===== config.mk =====
export PLATFORM = sky130hd
export DESIGN_NAME = alu_ext
export DESIGN_NICKNAME = d
export VERILOG_FILES = /design/src/rtl/alu_ext_pkg.sv /design/src/rtl/alu_amt_sel.sv /design/src/rtl/alu_barrel.sv /design/src/rtl/alu_addsub.sv /design/src/rtl/alu_ext.sv
export SDC_FILE = /design/constraint.sdc
export NUM_CORES = 1
export LEC_CHECK = 0
export ABC_AREA = 1
export BUFFER_PORTS_ARGS = -buffer_cell sky130_fd_sc_hd__buf_2
export CAP_MARGIN = 15
export CORE_UTILIZATION = 25
export DETAILED_ROUTE_END_ITERATION = 10
export PLACE_DENSITY_LB_ADDON = 0.08
export RECOVER_POWER = 100
export SETUP_SLACK_MARGIN = 0.02
export SYNTH_ARGS = -nofsm -noshare
export SYNTH_HDL_FRONTEND = slang
export SYNTH_SLANG_ARGS = --single-unit

===== constraint.sdc =====
create_clock -name vclk -period 4.6
set_clock_uncertainty 0.15 [all_clocks]
set_input_delay 0.92 -clock vclk [all_inputs]
set_output_delay 0.92 -clock vclk [all_outputs]
set_load 0.05 [all_outputs]

===== src/rtl/alu_ext_pkg.sv =====
package alu_ext_pkg;

    localparam int DATA_W  = 32;
    localparam int OP_W    = 3;

    typedef enum logic [OP_W-1:0] {
        OP_ADD  = 3'b000,
        OP_SUB  = 3'b001,
        OP_SLT  = 3'b010,
        OP_SRA  = 3'b011,
        OP_BSET = 3'b100
    } alu_op_e;

endpackage


===== src/rtl/alu_amt_sel.sv =====
// Chooses where the shifter takes its amount from: the instruction field
// for shifts, the low bits of operand A for bit-set.
module alu_amt_sel #(
    parameter int AMT_W = 5
) (
    input  logic [AMT_W-1:0] imm_amt,
    input  logic [AMT_W-1:0] reg_amt,
    input  logic             use_reg,
    output logic [AMT_W-1:0] amt
);
    always_comb begin
        amt = use_reg ? reg_amt : imm_amt;
    end
endmodule


===== src/rtl/alu_barrel.sv =====
// Logarithmic barrel shifter: left with zero fill, or right with sign fill.
module alu_barrel #(
    parameter int W     = 32,
    parameter int AMT_W = $clog2(W)
) (
    input  logic [W-1:0]     din,
    input  logic [AMT_W-1:0] amt,
    input  logic             go_left,
    output logic [W-1:0]     dout
);
    logic [W-1:0] stg [0:AMT_W];
    logic         fill;

    assign fill   = din[W-1] & ~go_left;
    assign stg[0] = din;

    for (genvar i = 0; i < AMT_W; i++) begin : g_stage
        localparam int SH = 1 << i;
        logic [W-1:0] moved;
        always_comb begin
            if (go_left) begin
                moved = {stg[i][W-1-SH:0], {SH{1'b0}}};
            end else begin
                moved = {{SH{fill}}, stg[i][W-1:SH]};
            end
        end
        assign stg[i+1] = amt[i] ? moved : stg[i];
    end

    assign dout = stg[AMT_W];
endmodule


===== src/rtl/alu_addsub.sv =====
// Shared adder for add and subtract; also derives the signed less-than bit.
module alu_addsub #(
    parameter int W = 32
) (
    input  logic [W-1:0] a,
    input  logic [W-1:0] b,
    input  logic         sub,
    output logic [W-1:0] sum,
    output logic         lt_signed
);
    logic [W-1:0] b_eff;

    always_comb begin
        b_eff = sub ? ~b : b;
        sum   = a + b_eff + {{(W-1){1'b0}}, sub};
        // Differing signs decide directly; same signs cannot overflow.
        if (a[W-1] != b[W-1]) begin
            lt_signed = a[W-1];
        end else begin
            lt_signed = sum[W-1];
        end
    end
endmodule


===== src/rtl/alu_ext.sv =====
module alu_ext
    import alu_ext_pkg::*;
#(
    parameter int W     = DATA_W,
    parameter int AMT_W = $clog2(W)
) (
    input  logic [W-1:0]     opnd_a,
    input  logic [W-1:0]     opnd_b,
    input  logic [AMT_W-1:0] shamt_imm,
    input  logic [OP_W-1:0]  op_sel,
    output logic [W-1:0]     result,
    output logic             is_zero
);
    typedef struct packed {
        logic [W-1:0] res;
        logic         zero;
    } alu_out_t;

    localparam logic [W-1:0] ONE = {{(W-1){1'b0}}, 1'b1};

    alu_op_e      op;
    logic         is_bset;
    logic         is_sub;
    logic [AMT_W-1:0] amt;
    logic [W-1:0] sh_in;
    logic [W-1:0] sh_out;
    logic [W-1:0] sum;
    logic         lt;
    alu_out_t     out_d;

    assign op      = alu_op_e'(op_sel);
    assign is_bset = (op == OP_BSET);
    assign is_sub  = (op == OP_SUB) || (op == OP_SLT);
    assign sh_in   = is_bset ? ONE : opnd_b;

    alu_amt_sel #(.AMT_W(AMT_W)) u_amt (
        .imm_amt (shamt_imm),
        .reg_amt (opnd_a[AMT_W-1:0]),
        .use_reg (is_bset),
        .amt     (amt)
    );

    alu_barrel #(.W(W), .AMT_W(AMT_W)) u_shift (
        .din     (sh_in),
        .amt     (amt),
        .go_left (is_bset),
        .dout    (sh_out)
    );

    alu_addsub #(.W(W)) u_arith (
        .a         (opnd_a),
        .b         (opnd_b),
        .sub       (is_sub),
        .sum       (sum),
        .lt_signed (lt)
    );

    always_comb begin
        out_d = '0;
        unique case (op)
            OP_ADD, OP_SUB: out_d.res = sum;
            OP_SLT:         out_d.res = {{(W-1){1'b0}}, lt};
            OP_SRA:         out_d.res = sh_out;
            OP_BSET:        out_d.res = opnd_b | sh_out;
            default:        out_d.res = '0;
        endcase
        out_d.zero = (out_d.res == '0);
    end

    assign result  = out_d.res;
    assign is_zero = out_d.zero;
endmodule


# Yosys cells after proc, flatten, opt, wreduce, memory -nomap -nowiden
# Index checks and enable logic that the tools add are counted.
[totals]
regBits = 0
out_inout_bits = 33
elab_cells = 30
[op_classes]
add_sub_neg = 2
eq_ne = 5
bitwise = 4
mux = 15
reduce_logical = 4
[op_table]
columns = ["operator", "n"]
rows = [
  ["32-bit 2-to-1 mux", 12],
  ["32-bit case mux with 4 select lines", 1],
  ["32-bit by 1-bit adder with 32-bit output", 1],
  ["32-bit adder", 1],
  ["32-bit zero test", 1],
  ["32-bit inverter", 1],
  ["32-bit bitwise OR", 1],
  ["3-bit by 2-bit == test with 1-bit output (second input constant)", 2],
  ["5-bit 2-to-1 mux", 1],
  ["3-bit by 1-bit == test with 1-bit output (second input constant)", 1],
  ["3-bit == test (second input constant)", 1],
  ["3-bit zero test", 1],
  ["2-bit OR reduction", 1],
  ["1-bit AND", 1],
  ["1-bit logical OR", 1],
  ["1-bit 2-to-1 mux", 1],
  ["1-bit inequality test", 1],
  ["1-bit inverter", 1],
]

# Longest topological paths before layout
# Gate-level depths: netlist of the first run.
[logic_depth]
ltp_word = 16
depth_mapped = 25
ltp_nobuf = 24

# By module
# A second synthesis of the first run with hierarchy kept.
[unflattened]
cells_unflattened = 1391
hier_area_um2 = 6735.2
[modules_own_cells]
columns = ["module", "n_inst", "area_per_inst_um2", "seq_area_each_um2", "cells_each"]
rows = [
  ["alu_barrel", 1, 2966.6, 0.0, 668],
  ["alu_addsub", 1, 2280.9, 0.0, 394],
  ["alu_ext", 1, 1427.6, 0.0, 313],
  ["alu_amt_sel", 1, 60.1, 0.0, 16],
]

# Least setup slack after synthesis of the first run
# OpenSTA, ideal clock, no wires.
[synth_path]
path_type = "input to output"
startpoint = "in op_sel[2]"
endpoint = "out is_zero"
path_stages = 21
required_ps = 3530
arrival_time_ps = 4660
path_slack_ps = -1130
path_buffers = 1
path_cell_list = "nor2_1 -> nand2_1 -> nand2_1 -> buf_1 -> xor2_1 -> fa_1 -> nand2_1 -> nand3_1 -> o21ai_0 -> o21ai_0 -> nand3_1 -> nand3_1 -> nand2_1 -> nand3b_1 -> nand3_1 -> nand3_1 -> nor2_1 -> nand2_1 -> nor2_1 -> nand2_1 -> nor2_1"
[synth_between]
elab_cells_between_ends = 28
classes_between = "add/sub: 2; eq/ne: 4; mux: 15; bitwise: 3; reduce/logical: 4"
[synth_lines]
columns = ["element", "line_no", "text"]
rows = [
  ["from (decl)", "alu_ext.sv:10", "input logic [OP_W-1:0] op_sel,"],
  ["parallel branches: the longest is 13 deep, another holds 32-bit adder", "--", ""],
  ["32-bit case mux with 4 select lines (*)", "alu_ext.sv:60", "unique case (op)"],
  ["named net result[18]", "alu_ext.sv:11", "output logic [W-1:0] result,"],
  ["32-bit zero test (*)", "alu_ext.sv:67", "out_d.zero = (out_d.res == '0);"],
  ["to (decl)", "alu_ext.sv:12", "output logic is_zero"],
]
# Mark *: on every way through the listed nets, which the timed path passes.

# Worst setup path after layout of the first run
[layout_path]
startpoint = "in op_sel[0]"
endpoint = "out is_zero"
[layout_between]
elab_chain_len = 16
elab_cells_between_ends = 28
classes_between = "add/sub: 2; eq/ne: 4; mux: 15; bitwise: 3; reduce/logical: 4"
[layout_rtl]
columns = ["element", "line_no"]
rows = [
  ["parallel branches: the longest is 14 deep, another holds 32-bit adder", "--"],
  ["32-bit case mux with 4 select lines (*)", "alu_ext.sv:60"],
  ["32-bit zero test (*)", "alu_ext.sv:67"],
]
# Every way passes the cells marked *.

==> impl_results.md, run 1 <==
- Achievable frequency: 195.9 MHz
- ANT cells: 0
- Vias: 8707
- Area contributors post-synth: nand2_1 (30%), nand3_1 (22%), ha_1 (7.6%)
- Met3 Usage GRT: 0.03727
- Final ANT Viol Nets: 0
- FP Rows: 52
- Met2 global-route usage: 0.4609
- RSZ-0062 raised after global routing: yes
- Worst path top cell family by delay: simple AND/OR/NAND/NOR gates
- First-pass DRT Iterations: 5
- Final setup vio count: 11
- Worst path arrival time: 4030 ps
- # IOs: 105
- Area Overhead vs Synth: 87.98%
- Most common cell in the netlist: nand2_1
- Post-DR wirelength/cell: 18.45 um
- Final-stage net count: 1548
- Post-Route WL: 31570 um
- Yosys warns: 0
- Actual slew at the worst max-slew pin: 583.0 ps
- IO buf count: 105
- Max-slew violations: 0
- Starting density of the core: 0.2572
- Synth Cell Area: 5238 um^2
- Synthesized net count: 1198
- Critical Path Max Stage Delay: 230 ps
- Layout cells sized above 1: 0.4407
- FF/Latch Area: 0 um^2
- Drt initial violations: 704
- Max stage delay cell, worst path: nand3b_1
- Top Usage Layer GRT: met2
- Core area: 20360 um^2
- Final HPWL DP: 26210 um
- Syn Area/Cell: 4.792 um^2
- Met1 Track Usage GR: 0.3958
- Commonest cells in the netlist: nand2_1 (421), nand3_1 (235), nor2_1 (91)
- Pwr/cell area: 206.8 nW/um^2
- Fin area: 9846 um^2
- Slew margin rel.: 0.6105
- Gpl congestion: 0.9468
- Aggregate global routing overflow: 0
- Global-route wire length before repair: 47480 um
- Fin util: 0.4835
- Die X: 146.7 um
- Die footprint: 21530 um^2
- Synth unique cells: 35
- Largest net degree at the start of global routing: 46
- Crit path time final: 5104 ps
- Seq_cells: 0
- Post-synth top area share: 0.3017
- Cts hold-fix bufs: 0
- Initial antenna violation count: 0
- DRC: 0
- Total of max-cap violations: 0
- Worst path most repeated cell: nand2_2
- Die Y: 146.7 um
- Worst Path Buf+Inv: 5
- PnR worst setup slack: -503.9 ps
- Startpoint Class: input port
- Leak Pwr: 5.033 nW
- Largest area contributor in the netlist: nand2_1
- Gate Count Post-Synth: 1093
- Setup tns final: -1204 ps
- Fin. Hold Viols: 0
- Post-DR vias/cell: 5.089
- Status: finished, violations left
- Fin crit share: 1.110
- Layout clock buffer count: 0
- Setup crit end kind: output port
- Failing checks: negative setup slack
- Worst vdd ir: 0.1934 mV
- Placed Area: 8010 um^2
- Vias in the first global route: 8323
- Worst Path Class, Setup: input port to output port
- Worst Path Max Fanout: 8
- Sequential-to-total area share from yosys stat: 0
- Global Route Usage Sum: 0.2858
- Hold WC Path Type: input port to output port
- Worst EP required: 3530 ps
[logic make-up (layout without fill, tap and decap cells)]
| kind of cell | Yosys count | in the layout | synth area share |
|---|---|---|---|
| buf+inv | 123 | 471 | 0.1003 |
| fa+ha+maj | 33 | 33 | 0.08027 |
| simple gates | 785 | 785 | 0.6414 |
| xor+xnor | 31 | 31 | 0.05184 |
| compound gates | 121 | 121 | 0.1261 |
[timing repair]
| action | in CTS | in global routing |
|---|---|---|
| setup buffers | 23 | 19 |
| endpoints found under the setup margin | 31 | 31 |
| gates resized for setup | 205 | 174 |
| cloned | 1 | 0 |
| pin swaps | 68 | 65 |
[power by group]
| part | switching, mW | leakage [nW] | internal [mW] |
|---|---|---|---|
| clock network | 0 | 0 | 0 |
| logic | 1.17 | 5.03 | 0.870 |
| registers | 0 | 0 | 0 |
[cell usage in the layout, fill, tap and decap left out, types with 17 or more instances in the layout]
cell and instances:
nand2_1 368, buf_8 19, inv_2 17, a21oi_1 23, buf_6 33, a21oi_2 22, inv_1 62, nand3_2 31
o21ai_1 17, buf_4 254, nor2_1 59, nand2_2 45, buf_2 73, nand3_1 198, ha_1 17, nor2_2 21
[cell type report]
cell class	count	area [um^2]
fill	2223	10520
timing repair buffer	391	3142
multi-input combinational	970	6066
tap	270	337.8
inverter	80	300.3
[metal layers]
metal / up-vias / wire, um
met2: 342 / 14110
met3: 53 / 2165
met1: 4013 / 14290
met5: - / 0
met4: 0 / 1000
li1: 4299 / -
[through the flow]
step           instances  total power, mW  hold slack, ps  setup slack, ps
2_1_floorplan       1093           0.8575            1933           -233.4
3_3_place_gp        1677            1.571            2312           -819.0
3_5_place_dp        1677            1.560            2312           -748.5
4_1_cts             1701            1.803            2282           -400.3
5_1_grt             1711            2.181            2239           -635.1
6_report            1711            2.036            2219           -503.9
[path summary, 6_finish.rpt]
check | from | endpoint | depth (start not counted)
worst max-delay path | op_sel[0] | is_zero | 25
worst min-delay path | opnd_b[31] | result[31] | 5
Note: power is estimated with default switching activity, not from simulation.
==> run 2: changes to the inputs <==
--- a/config.mk
+++ b/config.mk
@@ -5,7 +5,6 @@
 export SDC_FILE = /design/constraint.sdc
 export NUM_CORES = 1
 export LEC_CHECK = 0
-export ABC_AREA = 1
 export BUFFER_PORTS_ARGS = -buffer_cell sky130_fd_sc_hd__buf_2
 export CAP_MARGIN = 15
 export CORE_UTILIZATION = 25
==> run 2 against run 1 <==
The run ends with design-rule violations, negative setup slack left. Largest cell class unchanged. Area after synthesis is 8.3% higher. Sequential cell count stayed put. Worst setup slack worse by 1400 ps. Fmax is 22% lower. Critical endpoint unchanged. Synthesized cell count is 25% lower. Global-route usage is 1.3 points lower. Via count is 3.6% lower. Total power is 4.8% higher. Die area is 8.2% higher.
==> impl_results.md, run 2 <==
- Most common cell in the netlist: nand2_1
- WHS: 2403 ps
- Leak Pwr: 4.760 nW
- Global-route wire length before repair: 49310 um
- Layout cells sized above 1: 0.5209
- Final-stage net count: 1353
- Synthesized net count: 923
- Die footprint: 23300 um^2
- FP Rows: 54
- Fin util: 0.4737
- RSZ-0062 raised after global routing: yes
- Aggregate global routing overflow: 0
- Setup crit end kind: output port
- Most common cell after layout, fill and taps aside: buf_4
- PnR worst setup slack: -1924 ps
- Vias: 8392
- Fin. Hold Viols: 0
- Worst Path Class, Setup: input port to output port
- Total of max-cap violations: 0
- Gate Count Post-Synth: 818
- Actual slew at the worst max-slew pin: 942.3 ps
- Worst Path Max Fanout: 6
- Area Overhead vs Synth: 83.88%
- Vias in the first global route: 8131
- Status: finished, violations left
- Cts hold-fix bufs: 0
- Gpl congestion: 0.9820
- Crit path time final: 6524 ps
- Worst vdd ir: 0.1466 mV
- Post-synth top area share: 0.07144
- Global Route Usage Sum: 0.2724
- Post-DR wirelength/cell: 21.66 um
- FF/Latch Area: 0 um^2
- Slew margin rel.: 0.3704
- Area contributors post-synth: mux4_2 (7.1%), ha_1 (7.1%), mux2i_1 (6.2%)
- Critical Path Max Stage Delay: 520 ps
- Final setup vio count: 28
- Finished Layout Cells: 1527
- Placed Area: 9216 um^2
- Final HPWL DP: 26840 um
- Syn Area/Cell: 6.937 um^2
- Pwr/cell area: 204.5 nW/um^2
- Die X: 152.7 um
- Pre-CTS setup slack: -2123 ps
- Achievable frequency: 153.3 MHz
- Startpoint Class: input port
- Drt initial violations: 612
- Layout clock buffer count: 0
- First-pass DRT Iterations: 8
- Synth unique cells: 75
- Max-slew violations: 0
- Largest net degree at the start of global routing: 33
- Die Y: 152.7 um
- Dpl cells: 1486
- Fillers: 2309
- Yosys warns: 0
- Hold WC Path Type: input port to output port
- Worst EP required: 3530 ps
- Post-DR vias/cell: 5.496
- Post-Route WL: 33080 um
- Sequential-to-total area share from yosys stat: 0
- Most frequent cells in the layout: buf_4 (359), nand2_1 (75), buf_2 (70)
- Pwr Total: 2.134 mW
- IO buf count: 105
- # IOs: 105
- Failing checks: design-rule violations, negative setup slack
- Synth Cell Area: 5674 um^2
- Worst path arrival time: 5450 ps
- DRC: 16
- Critical-path cell list: buf_8 > xor2_2 > nor2b_4 > buf_12 > xor2_2 > ha_1 > buf_4 > a21oi_4 > nand4_1 > o211ai_1 > o22ai_1 > a2111o_2 > a2111oi_4 > or4b_4 > nor4_4 > nand2_1 > or4_4 > nor4b_4 > buf_6
- Core area: 22030 um^2
- Multi-input logic area: 6110 um^2
- Fin crit share: 1.418
- Commonest cells in the netlist: nand2_1 (79), nor2_1 (63), a21oi_1 (59)
- Initial antenna violation count: 1
- Largest area contributor in the netlist: mux4_2
- Worst path most repeated cell: xor2_2
- Seq_cells: 0
- Setup tns final: -14940 ps
- Max stage delay cell, worst path: or4b_4
- Starting density of the core: 0.2576
- Fin area: 10430 um^2
- Final ANT Viol Nets: 0
## run 2: cell count changes in the layout (fill, tap and decap cells not counted), sizes merged, moves of 14 or more
cell,before,now
a31oi,3,17
buf,389,492
inv,79,13
mux2,0,27
mux2i,0,35
mux4,0,18
nand2,427,79
nand3,235,26
nor2,93,63
o211ai,3,25
## run 2: logic make-up (layout without fill, tap and decap cells)
kind of cell,after synthesis,after routing,share of synthesized area
xor+xnor,50,50,0.07718
buf+inv,82,510,0.06042
mux,80,80,0.1868
other cells,0,1,0
simple gates,271,271,0.2377
compound gates,301,301,0.3621
fa+ha+maj,34,34,0.07585
## run 2: layout make-up
cell class                 instances  area share
multi-input combinational        736      0.5856
timing repair buffer             496      0.3756
tap                              280     0.03358
inverter                          14    0.005037
antenna                            1   0.0002398
## run 2: worst paths after layout
| path | depth (start not counted) | to | startpoint |
|---|---|---|---|
| setup / recovery | 19 | is_zero | op_sel[1] |
| hold / removal | 5 | result[25] | opnd_b[25] |
## run 2: where the power goes
part	total (mW)	internal (mW)	switching, mW
sequential	0	0	0
combinational	2.13	1.03	1.10
clock	0.00000000690	0.00000000689	0
## run 2: repair_timing
item                                    4_1_cts  5_1_grt
hold endpoints to repair                      0        0
resized for setup                           143       74
pin swaps                                    58       61
cloned                                        1        0
endpoints found under the setup margin       29       33
buffers inserted                             22       22
## run 2: per-layer routing
| metal | part of all wire | vias to the layer above | track usage |
|---|---|---|---|
| met5 | 0 | - | 0 |
| met4 | 0.031 | 0 | 0.06494 |
| met3 | 0.058 | 43 | 0.02361 |
| met2 | 0.47 | 308 | 0.4651 |
| met1 | 0.44 | 4011 | 0.3683 |
| li1 | - | 4030 | - |
## run 2: worst max-delay path: cells and delay by family
family | cells | cell delay [ps]
buffers and inverters | 4 | 610
xor gates and xnor gates | 2 | 300
and+or+nand+nor | 7 | 1950
AOI/OAI and AO/OA | 5 | 1390
adders and majority gates | 1 | 270
==> run 3: changes to the inputs <==
--- a/config.mk
+++ b/config.mk
@@ -7,6 +7,8 @@
 export LEC_CHECK = 0
 export BUFFER_PORTS_ARGS = -buffer_cell sky130_fd_sc_hd__buf_2
 export CAP_MARGIN = 15
+export CELL_PAD_IN_SITES_DETAIL_PLACEMENT = 0
+export CELL_PAD_IN_SITES_GLOBAL_PLACEMENT = 1
 export CORE_UTILIZATION = 25
 export DETAILED_ROUTE_END_ITERATION = 10
 export PLACE_DENSITY_LB_ADDON = 0.08
==> run 3 against run 2 <==
The run still ends with design-rule violations, negative setup slack left. Final cell count decreased by 0.52%. Critical path depth decreased by 1. Critical endpoint unchanged. Non-clock buffer count decreased by 7. Sequential share of layout area unchanged. First-iteration DRC count increased by 8.5%. Fmax decreased by 0.16%. Die area unchanged. Routed wire length increased by 9.5%. Worst setup slack got worse by 11 ps. Combinational power decreased by 3%. Count of clock-buffer cells in the layout unchanged. Highest routed layer unchanged.
==> impl_results.md, run 3 (synthesized netlist as in run 2, its figures left out) <==
- Actual slew at the worst max-slew pin: 1091 ps
- First-pass DRT Iterations: 11
- Failing checks: design-rule violations, negative setup slack
- Global Route Usage Sum: 0.3005
- PnR worst setup slack: -1935 ps
- Pwr/cell area: 202.8 nW/um^2
- Crit path time final: 6535 ps
- Drt initial violations: 664
- Layout cells sized above 1: 0.5141
- Final setup vio count: 26
- Worst path arrival time: 5470 ps
- Startpoint Class: input port
- Core area: 22030 um^2
- IO buf count: 105
- Fin crit share: 1.421
- Vias in the first global route: 8775
- Seq_cells: 0
- Worst EP required: 3530 ps
- Leak Pwr: 4.675 nW
- Worst Path Class, Setup: input port to output port
- FP Rows: 54
- Final HPWL DP: 30130 um
- Pre-CTS setup slack: -2079 ps
- FF/Latch Area: 0 um^2
- Most common cell after layout, fill and taps aside: buf_4
- Achievable frequency: 153.0 MHz
- Multi-input logic area: 6021 um^2
- Status: finished, violations left
- Slew margin rel.: 0.2713
- Global-route wire length before repair: 53990 um
- Hold WC Path Type: input port to output port
- Max-slew violations: 0
- Vias: 8637
- Starting density of the core: 0.2576
- Largest net degree at the start of global routing: 32
- Most frequent cells in the layout: buf_4 (371), nand2_1 (76), buf_2 (72)
- Die Y: 152.7 um
- Hold Crit Start: opnd_b[25]
- Worst vdd ir: 0.1485 mV
- Setup crit end kind: output port
- Fin. Hold Viols: 0
- Die footprint: 23300 um^2
- Total of max-cap violations: 0
- CP startpoint: op_sel[1]
- RSZ-0062 raised after global routing: yes
- Area Overhead vs Synth: 79.82%
- Aggregate global routing overflow: 0
- Post-Route WL: 36230 um
- WHS: 2466 ps
- Post-DR wirelength/cell: 23.85 um
- Gpl congestion: 0.9648
- Fillers: 2285
- Final-stage net count: 1346
- Die X: 152.7 um
- ANT cells: 0
- Post-DR vias/cell: 5.686
- DRC: 2
- Worst Path Max Fanout: 11
- Initial antenna violation count: 0
- Final ANT Viol Nets: 0
- Layout clock buffer count: 0
- # IOs: 105
## run 3: changes by cell type in the layout (fill, tap and decap cells not counted), sizes merged
| cell | before | now |
|---|---|---|
| buf | 492 | 487 |
| clkbuf | 4 | 2 |
| diode | 1 | 0 |
## run 3: timing repair
| item | CTS | global route |
|---|---|---|
| setup buffers | 9 | 3 |
| endpoints found under the setup margin | 31 | 32 |
| resized for setup | 137 | 49 |
| gates cloned | 0 | 0 |
| pin swaps | 17 | 15 |
| hold buffers | 0 | 0 |
## run 3: routing by layer
metal	vias to the layer above	track usage	share of wire
met4	0	0.05339	0.018
met3	26	0.01365	0.038
met5	-	0	0
met2	265	0.5332	0.50
met1	4306	0.4047	0.45
li1	4040	-	-
## run 3: final cells by class
| type | instances | share of cell area |
|---|---|---|
| inverter | 14 | 0.005150 |
| multi-input combinational | 736 | 0.5901 |
| tap | 280 | 0.03433 |
| timing repair buffer | 489 | 0.3704 |
## run 3: final timing paths
check / slack (ps) / depth (start not counted) / end
worst max-delay path: -1940 / 18 / is_zero
worst min-delay path: 2470 / 6 / result[25]
## run 3: metrics by stage
step,utilization,TNS (ps),total power [mW],cells,instance area (um^2)
floorplan,-,-8318,0.9537,818,5981
global placement,0.4250,-17950,1.764,1507,9361
detailed placement,0.4250,-18600,1.780,1507,9361
CTS,0.4523,-13770,1.982,1516,9963
global route,0.4632,-17360,2.189,1519,10200
finish,0.4632,-14240,2.070,1519,10200
## run 3: report_power, final
part / total, mW / switching (mW) / internal [mW]
clock network: 0 / 0 / 0
registers: 0 / 0 / 0
logic: 2.07 / 1.11 / 0.961
total: 2.07 / 1.11 / 0.961
## run 3: worst max-delay path: stages
cell and delay (ps):
buf_8 110, xor2_4 180, nor2b_4 130, buf_12 150, xor2_4 160, fa_2 410
a211oi_2 260, nor2_1 80, o211ai_1 290, o22ai_1 130, a2111o_2 470, a2111oi_4 350
or4b_4 520, nor4_4 170, nand2_1 150, or4_4 470, nor4b_4 330, buf_6 200
